==> src/rtl/circ_col_pkg.sv <==
// Shared types for the circulant column slice.
// Assumes nothing beyond the users importing it.
package circ_col_pkg;

    // Address mode of a port: plain word index or index rotated by slice position
    typedef enum logic {
        ADDR_PLAIN = 1'b0,
        ADDR_ROT   = 1'b1
    } addr_mode_e;

    // Word offset of a page inside the 2N-word array
    function automatic int unsigned page_base(input logic page, input int unsigned n);
        return page ? n : 0;
    endfunction

endpackage

==> src/rtl/circ_addr_wrap.sv <==
// Per-slice address generator: returns either the shared base address or the
// base plus the slice index, reduced modulo N by one conditional subtract.
// Assumes base < N and idx < N, so a single subtract always suffices.
module circ_addr_wrap
    import circ_col_pkg::*;
#(
    parameter int N  = 3,
    parameter int AW = $clog2(N)
) (
    input  logic [AW-1:0] base,
    input  logic [AW-1:0] idx,
    input  addr_mode_e    mode,
    output logic [AW-1:0] phys
);

    localparam logic [AW:0] N_EXT = (AW+1)'(N);

    logic [AW:0] sum;
    logic        over;

    // Rotated sum with a wrap flag; no divider is involved
    always_comb begin
        sum  = {1'b0, base} + {1'b0, idx};
        over = (sum >= N_EXT);
        if (mode == ADDR_ROT)
            phys = over ? AW'(sum - N_EXT) : AW'(sum);
        else
            phys = base;
    end

endmodule

==> src/rtl/circ_bank_ram.sv <==
// Two-port word array with one write port and one registered read port.
// The array itself is not reset. The read register is cleared by the
// synchronous active-low reset. A read and a write to the same word at the
// same edge return the old word.
module circ_bank_ram #(
    parameter int DW    = 16,
    parameter int DEPTH = 6,
    parameter int FAW   = $clog2(DEPTH)
) (
    input  logic           clk,
    input  logic           rst_n,
    input  logic           we,
    input  logic [FAW-1:0] waddr,
    input  logic [DW-1:0]  wdata,
    input  logic           re,
    input  logic [FAW-1:0] raddr,
    output logic [DW-1:0]  rdata
);

    logic [DW-1:0] mem [DEPTH];

    // Write port: store one word when enabled
    always_ff @(posedge clk) begin
        if (we)
            mem[waddr] <= wdata;
    end

    // Read port: register the addressed word when enabled, hold otherwise
    always_ff @(posedge clk) begin
        if (!rst_n)
            rdata <= '0;
        else if (re)
            rdata <= mem[raddr];
    end

endmodule

==> src/rtl/circ_col_slice.sv <==
// One column slice of a circulant matrix engine. Two address generators turn
// the shared base address into a read word and a write word: rotated by this
// slice's index, or unrotated. The operand page is picked by page_sel and the
// other page takes writes. Requests are registered once, and then the array
// port acts, giving two cycles of read latency.
// Assumes N >= 2, base_addr < N and slice_idx < N.
module circ_col_slice
    import circ_col_pkg::*;
#(
    parameter  int N   = 3,
    parameter  int DW  = 16,
    localparam int AW  = $clog2(N),
    localparam int FAW = AW + 1
) (
    input  logic          clk,
    input  logic          rst_n,
    input  logic [AW-1:0] base_addr,
    input  logic [AW-1:0] slice_idx,
    input  logic          rd_rot,
    input  logic          wr_rot,
    input  logic          page_sel,
    input  logic          slice_sel,
    input  logic          wr_en,
    input  logic [DW-1:0] wr_word,
    output logic [DW-1:0] rd_word
);

    localparam int DEPTH = 2 * N;

    logic [AW-1:0]  rd_phys, wr_phys;
    logic [FAW-1:0] rd_full, wr_full;
    logic           rd_en_q, wr_en_q;
    logic [FAW-1:0] rd_addr_q, wr_addr_q;
    logic [DW-1:0]  wdata_q;

    circ_addr_wrap #(.N(N), .AW(AW)) u_rd_gen (
        .base (base_addr),
        .idx  (slice_idx),
        .mode (addr_mode_e'(rd_rot)),
        .phys (rd_phys)
    );

    circ_addr_wrap #(.N(N), .AW(AW)) u_wr_gen (
        .base (base_addr),
        .idx  (slice_idx),
        .mode (addr_mode_e'(wr_rot)),
        .phys (wr_phys)
    );

    // Place each word inside its page: operand page for reads, the other page for writes
    always_comb begin
        rd_full = FAW'(rd_phys) + FAW'(page_base(page_sel, N));
        wr_full = FAW'(wr_phys) + FAW'(page_base(~page_sel, N));
    end

    // Request stage: capture gated enables, full addresses and write data
    always_ff @(posedge clk) begin
        if (!rst_n) begin
            rd_en_q   <= 1'b0;
            wr_en_q   <= 1'b0;
            rd_addr_q <= '0;
            wr_addr_q <= '0;
            wdata_q   <= '0;
        end else begin
            rd_en_q   <= slice_sel;
            wr_en_q   <= slice_sel & wr_en;
            rd_addr_q <= rd_full;
            wr_addr_q <= wr_full;
            wdata_q   <= wr_word;
        end
    end

    circ_bank_ram #(.DW(DW), .DEPTH(DEPTH), .FAW(FAW)) u_ram (
        .clk   (clk),
        .rst_n (rst_n),
        .we    (wr_en_q),
        .waddr (wr_addr_q),
        .wdata (wdata_q),
        .re    (rd_en_q),
        .raddr (rd_addr_q),
        .rdata (rd_word)
    );

endmodule

==> config.mk <==
export PLATFORM = sky130hd
export DESIGN_NAME = circ_col_slice
export DESIGN_NICKNAME = d
export VERILOG_FILES = /design/src/rtl/circ_col_pkg.sv /design/src/rtl/circ_addr_wrap.sv /design/src/rtl/circ_bank_ram.sv /design/src/rtl/circ_col_slice.sv
export SDC_FILE = /design/constraint.sdc
export NUM_CORES = 1
export LEC_CHECK = 0
export BUFFER_PORTS_ARGS = -buffer_cell sky130_fd_sc_hd__buf_2
export CORE_MARGIN = 2
export CORE_UTILIZATION = 58
export CTS_BUF_LIST = sky130_fd_sc_hd__clkbuf_16
export CTS_CLUSTER_SIZE = 16
export DETAILED_ROUTE_END_ITERATION = 8
export PLACE_DENSITY = 0.78
export SLEW_MARGIN = 15
export SYNTH_ARGS = -nofsm -noshare
export SYNTH_HDL_FRONTEND = slang
export SYNTH_SLANG_ARGS = --single-unit
==> constraint.sdc <==
create_clock -name clk -period 3.4 [get_ports clk]
set_clock_uncertainty 0.15 [all_clocks]
set_input_delay 0.17 -clock clk [delete_from_list [all_inputs] [get_ports clk]]
set_output_delay 0.17 -clock clk [all_outputs]
set_load 0.005 [all_outputs]
==> results.tsv, run 1 <==
metric	value	unit
pwr dens	667	nW/µm²
internal power	3.16	mW
post-synthesis register bit count	136	
worst-path cell chain	buf_2, ha_1, inv_1, fa_1, inv_1, ha_1, nor3b_1, a21o_1, a21oi_1, ha_1, fa_1, and2_1	
CP bufs+invs	3	
count of final hold-check violations	0	
cell area after synthesis	5070	µm²
CTS tree	yes	
ranking of synthesized cells by area	edfxtp_1 (57%), dfxtp_1 (16%), mux2i_1 (9.5%), a22o_1 (2.8%), and2_1 (2.6%)	
asr flop ratio synth	0	%
H-tree level count	4	
Synth Area in Adders	2.17	%
first-pass iteration count of the detailed router	4	
final setup TNS	0	ns
gr ovfl total	0	
synthesized area per cell	16.4	µm²
vias	2819	
register area	3680	µm²
CP Data Required Time	3.55	ns
Routed WL	9780	µm
Gate power share	6.9	%
vias per inst	5.68	
crit path DAT	2.52	ns
run status	completed	
Tmin final	2.38	ns
routability cong.	0.749	
Slowest Stage Delay on Critical Path	0.51	ns
clock latency on the worst-skew pair	0.41	ns
Post-synth EDFFs	96	
clk sinks	136	
switching power	0.933	mW
multi-input combinational cell area	1270	µm²
dominant synthesized flop cell	edfxtp_1	
slowest CP cell	fa_1	
CTS Buffer Depth	2	
ant diodes	0	
Top delay family on crit path	adder cells	
core box area	8590	µm²
row count	34	
GR Util All Layers	21.7	%
dominant cell type by area after synthesis	edfxtp_1	
Clk pin slew, worst setup/hold paths	0.06	ns
Static Leak	2.18	nW
Clk pwr share	46.0	%
max cap viols	0	
CTS buffer count	17	
Seq/Total Area, Yosys	72.7	%
Die Y	97.5	µm
Synth Warn #	0	
worst slew pin tran	1.07	ns
post-synthesis cell type count	30	
Nets	409	
post-synth top area share	56.9	%
dpl ws	0.616	ns
DR DRC count	0	
postcts setup bufs	0	
post-route ant nets	0	
Flop pwr share	47.1	%
DRT iter0 DRCs	158	
CP Launch Type	input port	
maximum VDD drop	0.000394	V
wire per inst	19.7	µm
CP Max Fanout	3	
simple-gate share of the synthesized area	5.11	%
Max Clk Rate	0.421	GHz
Mapped Nets	343	
initial antenna violation count	0	
detailed placement HPWL	5060	µm
clk root buf	clkbuf_16	
fin. max-slew vios	0	
die area	9500	µm²
Cells after Synth	309	
main combinational cell family by area after synthesis	multiplexers	
Synth-to-Final Area Change	21.3	%
slew margin rel.	28.4	%
setup violators final	0	
Initial Utilization	59.0	%
number of global-route vias before repair	2937	
# hold bufs at CTS	18	
Chip Width	97.5	µm
Worst Path Class, Setup	input port to flop	
I/O pin count	43	
largest net degree at the start of global routing	33	
final worst-path cycle share	69.9	%
Compound-Gate Fraction of Synth Area	7.61	%
HP Class	input port to flop	
post-cts gate resize count	0	
first-pass GRT wire length	15100	µm
layout cell share with drive strength beyond 1	21.6	%
worst setup margin	1.02	ns
# fillers	529	
Post-Synth XOR/XNOR Area	0	%
multiplexer area fraction after synthesis	9.48	%
Worst path most repeated cell	ha_1	
CP Capture Type	flop	
Net Sw Frac	22.8	%
I/O Buffers	42	
RSZ-0062 raised after global routing	no	
power by group through the flow:
stage               registers [mW]  logic (mW)  clock network (mW)
floorplan                     1.90       0.240                   0
global placement              1.96       0.251                   0
global route                  1.94       0.307                1.98
CTS                           1.93       0.283                1.90
finish                        1.93       0.281                1.88
detailed placement            1.96       0.261                   0
logic make-up after synthesis:
| group | after synthesis |
|---|---|
| simple gates | 41 |
| flops | 136 |
| compound gates | 55 |
| mux | 48 |
| buf+inv | 22 |
| fa+ha+maj | 7 |
state kept, by name, indices dropped and copies added, names as in the netlist:
signal       flops
rd_addr_q        3
rd_en_q          1
u_ram.mem       96
u_ram.rdata     16
wdata_q         16
wr_addr_q        3
wr_en_q          1
layout make-up:
| cell class | count | share of cell area (%) |
|---|---|---|
| clock buffers | 17 | 6.92 |
| clock inverters | 15 | 3.12 |
| inverters | 6 | 0.367 |
| multi-input cells | 151 | 20.7 |
| flip-flops and latches | 136 | 60.0 |
| well taps | 108 | 2.20 |
| repair buffers | 63 | 6.72 |
synthesized netlist by cell type (2+ instances only):
library cell	number
a21oi_1	18
a22o_1	16
a22oi_1	16
and2_1	21
buf_2	3
buf_4	4
buf_6	6
clkbuf_1	2
dfxtp_1	40
edfxtp_1	96
fa_1	3
ha_1	4
inv_1	6
mux2i_1	48
nand2_1	2
nand2b_1	2
nor2_1	4
nor2b_1	3
nor3_1	2
nor3b_1	2
o211ai_1	2
per-stage QoR:
| stage | total power [mW] | util, % | std cells | hold WS, ns | instance area, µm² |
|---|---|---|---|---|---|
| floorplan | 2.14 | - | 309 | 0.142 | 5070 |
| CTS | 4.11 | 71.5 | 496 | 0.00325 | 6140 |
| global route | 4.22 | 71.5 | 496 | 0.0175 | 6140 |
| global placement | 2.21 | 62.2 | 446 | 0.224 | 5350 |
| finish | 4.10 | 71.5 | 496 | 0.0100 | 6140 |
| detailed placement | 2.22 | 62.2 | 446 | 0.223 | 5350 |
worst paths after layout:
kind                               startpoint                            to  slack [ns]  cells after the start
setup / recovery                 base_addr[0]       wr_addr_q[1]$_SDFF_PN0_        1.02                     12
hold / removal                       page_sel       rd_addr_q[0]$_SDFF_PN0_        0.01                      3
setup reg to reg      rd_addr_q[1]$_SDFF_PN0_  u_ram.rdata[12]$_SDFFE_PN0P_        1.38                      3
hold reg to reg   u_ram.rdata[1]$_SDFFE_PN0P_   u_ram.rdata[1]$_SDFFE_PN0P_        0.32                      1
layer usage:
| metal | up-vias | share of wire [%] | GRT usage, % |
|---|---|---|---|
| met2 | 104 | 54 | 38.1 |
| met5 | - | 0 | 0 |
| met4 | 0 | 2.1 | 10.4 |
| met1 | 1382 | 38 | 24.9 |
| li1 | 1312 | - | - |
| met3 | 21 | 6.0 | 5.32 |
worst reg2reg max path, stage by stage (launching register included):
cell	delay, ns
dfxtp_2	1.04
mux2i_1	0.36
a21oi_1	0.12
a22o_1	0.24
placed cells by master (no fill, tap or decap), types with 4 or more instances in the layout:
master          n
ha_1            4
edfxtp_1       96
buf_2          42
mux2i_1        48
a22oi_1        16
and2_1         21
nor2_1          4
inv_6           6
clkbuf_16      17
a22o_1         16
dfxtp_1        39
inv_1           6
dlygate4sd3_1  18
a21oi_1        18
Note: power is estimated with default switching activity, not from simulation.
==> run 2, diff against run 1 <==
==> constraint.sdc (replaced) <==
create_clock -name clk -period 2.2 [get_ports clk]
set_clock_uncertainty 0.15 [all_clocks]
set_input_delay 0.11 -clock clk [delete_from_list [all_inputs] [get_ports clk]]
set_output_delay 0.11 -clock clk [all_outputs]
set_load 0.005 [all_outputs]
==> run 2 against run 1 <==
Compared with the run above: the flow now finishes with violations (negative setup slack); clock power is 43% higher; design area is 3.9% higher; combinational power is 100% higher; global-route usage is 1.8 points higher; routed wire length is 6.5% higher; register-to-register slack worse by 0.94 ns; worst hold slack better by 0.064 ns; cell count is 5.4% higher; largest cell class unchanged.
==> results.tsv, run 2 (synthesis gave the netlist of run 1 again) <==
metric	value	unit
fin. max-slew vios	0	
I/O pin count	43	
layout cell share with drive strength beyond 1	27.5	%
run status	finished with violations	
placed cells	468	
Non-Filler Cell Area, Final	6380	µm²
crit path DAT	2.35	ns
first-pass iteration count of the detailed router	4	
core box area	8590	µm²
Placed Area	5570	µm²
# fillers	519	
Largest regs	u_ram.mem: 96 flops, u_ram.rdata: 16 flops, wdata_q: 16 flops	
die area	9500	µm²
routability cong.	0.726	
DR DRC count	0	
I/O Buffers	42	
Chip Width	97.5	µm
worst slew pin tran	0.824	ns
CTS tree	yes	
gr ovfl total	0	
Largest register FFs	96	
H-tree level count	4	
failing checks	negative setup slack	
Static Leak	2.30	nW
Top reg by flops	u_ram.mem	
CTS buffer count	17	
final setup TNS	-0.00381	ns
count of final hold-check violations	0	
wire per inst	19.9	µm
CTS Buffer Depth	2	
ant diodes	0	
largest net degree at the start of global routing	33	
Worst Path Class, Setup	input port to flop	
worst setup margin	-0.00381	ns
Max Clk Rate	0.454	GHz
metal2 WL	5440	µm
Initial Utilization	59.0	%
maximum VDD drop	0.000712	V
Highest Signal Layer	met4	
HP Class	input port to flop	
Synth-to-Final Area Change	26.0	%
clk root buf	clkbuf_16	
RSZ-0062 raised after global routing	yes	
Routed WL	10400	µm
met3 wire length	534	µm
detailed placement HPWL	6120	µm
final worst-path cycle share	100	%
Tmin final	2.20	ns
initial antenna violation count	0	
Nets	436	
CP Capture Type	flop	
Tot Pwr	6.18	mW
fin cells	523	
slew margin rel.	45.0	%
most common cell after layout, fill and taps aside	edfxtp_1	
vias	2920	
setup violators final	1	
GR Util All Layers	23.5	%
CP Data Required Time	2.34	ns
CP Max Fanout	2	
max cap viols	0	
Clk pin slew, worst setup/hold paths	0.05	ns
first-pass GRT wire length	16500	µm
row count	34	
Metal-1 WL	4360	µm
vias per inst	5.58	
CP Launch Type	input port	
clock latency on the worst-skew pair	0.41	ns
number of global-route vias before repair	3126	
DRT iter0 DRCs	162	
Util after Layout	74.3	%
clk sinks	136	
post-route ant nets	0	
most frequent cells in the layout	edfxtp_1 (96), mux2i_1 (48), buf_2 (40)	
pwr dens	967	nW/µm²
Die Y	97.5	µm
## run 2: cell types whose count changed in the layout (fill, tap and decap cells not counted), moves of 3 or more
| cell | previous run | this run |
|---|---|---|
| buf_12 | 0 | 4 |
| buf_4 | 3 | 22 |
| dlygate4sd3_1 | 18 | 22 |
| ha_1 | 4 | 0 |
| ha_2 | 0 | 3 |
## run 2: per-stage QoR
step	hold slack, ns	setup slack [ns]
6_report	0.0744	-0.00381
2_1_floorplan	0.0817	-0.207
3_3_place_gp	0.164	-0.360
4_1_cts	0.0578	0.0179
5_1_grt	0.0842	-0.0622
3_5_place_dp	0.167	-0.448
## run 2: path summary, 6_finish.rpt
path / from / end / slack (ns) / cells after the start
worst max-delay path: slice_idx[0] / rd_addr_q[1]$_SDFF_PN0_ / -0.004 / 13
worst min-delay path: rd_rot / rd_addr_q[1]$_SDFF_PN0_ / 0.07 / 4
worst max register to register: rd_addr_q[2]$_SDFF_PN0_ / u_ram.rdata[14]$_SDFFE_PN0P_ / 0.44 / 3
worst min register to register: u_ram.rdata[10]$_SDFFE_PN0P_ / u_ram.rdata[10]$_SDFFE_PN0P_ / 0.32 / 1
## run 2: cell type report
type                            instances  area (µm²)  share of cell area, %
Inverter                                6        22.5                  0.353
Clock inverter                         15         143                   2.23
Clock buffer                           17         425                   6.66
Sequential cell                       136        3680                   57.7
Tap cell                              108         135                   2.12
Timing Repair Buffer                   90         692                   10.8
Multi-Input combinational cell        151        1280                   20.1
## run 2: report_power, final
part / leakage (nW) / switching [mW] / internal [mW]
Sequential: 1.09 / 0.0798 / 2.84
Combinational: 0.945 / 0.282 / 0.292
Clock: 0.265 / 1.10 / 1.57
## run 2: repair_timing
action | 4_1_cts | 5_1_grt
gates resized for setup | 2 | 4
hold buffers | 22 | 0
setup buffers | 1 | 0
pin swaps | 5 | 1
endpoints found under the hold margin | 19 | 0
endpoints found under the setup margin | 2 | 3
cloned | 0 | 0
## run 2: critical path: stages
cell and delay, ns:
buf_8 0.07, ha_4 0.12, inv_2 0.04, fa_1 0.51, inv_1 0.06, ha_2 0.18, nand3b_1 0.19, a21o_1 0.21
a21oi_2 0.14, ha_2 0.18, inv_2 0.04, fa_1 0.47, nor2b_1 0.04
## run 2: layer usage
| metal | up-vias | track usage, % |
|---|---|---|
| li1 | 1362 | - |
| met5 | - | 0 |
| met3 | 10 | 5.61 |
| met2 | 93 | 40.4 |
| met1 | 1455 | 29.3 |
| met4 | 0 | 8.12 |
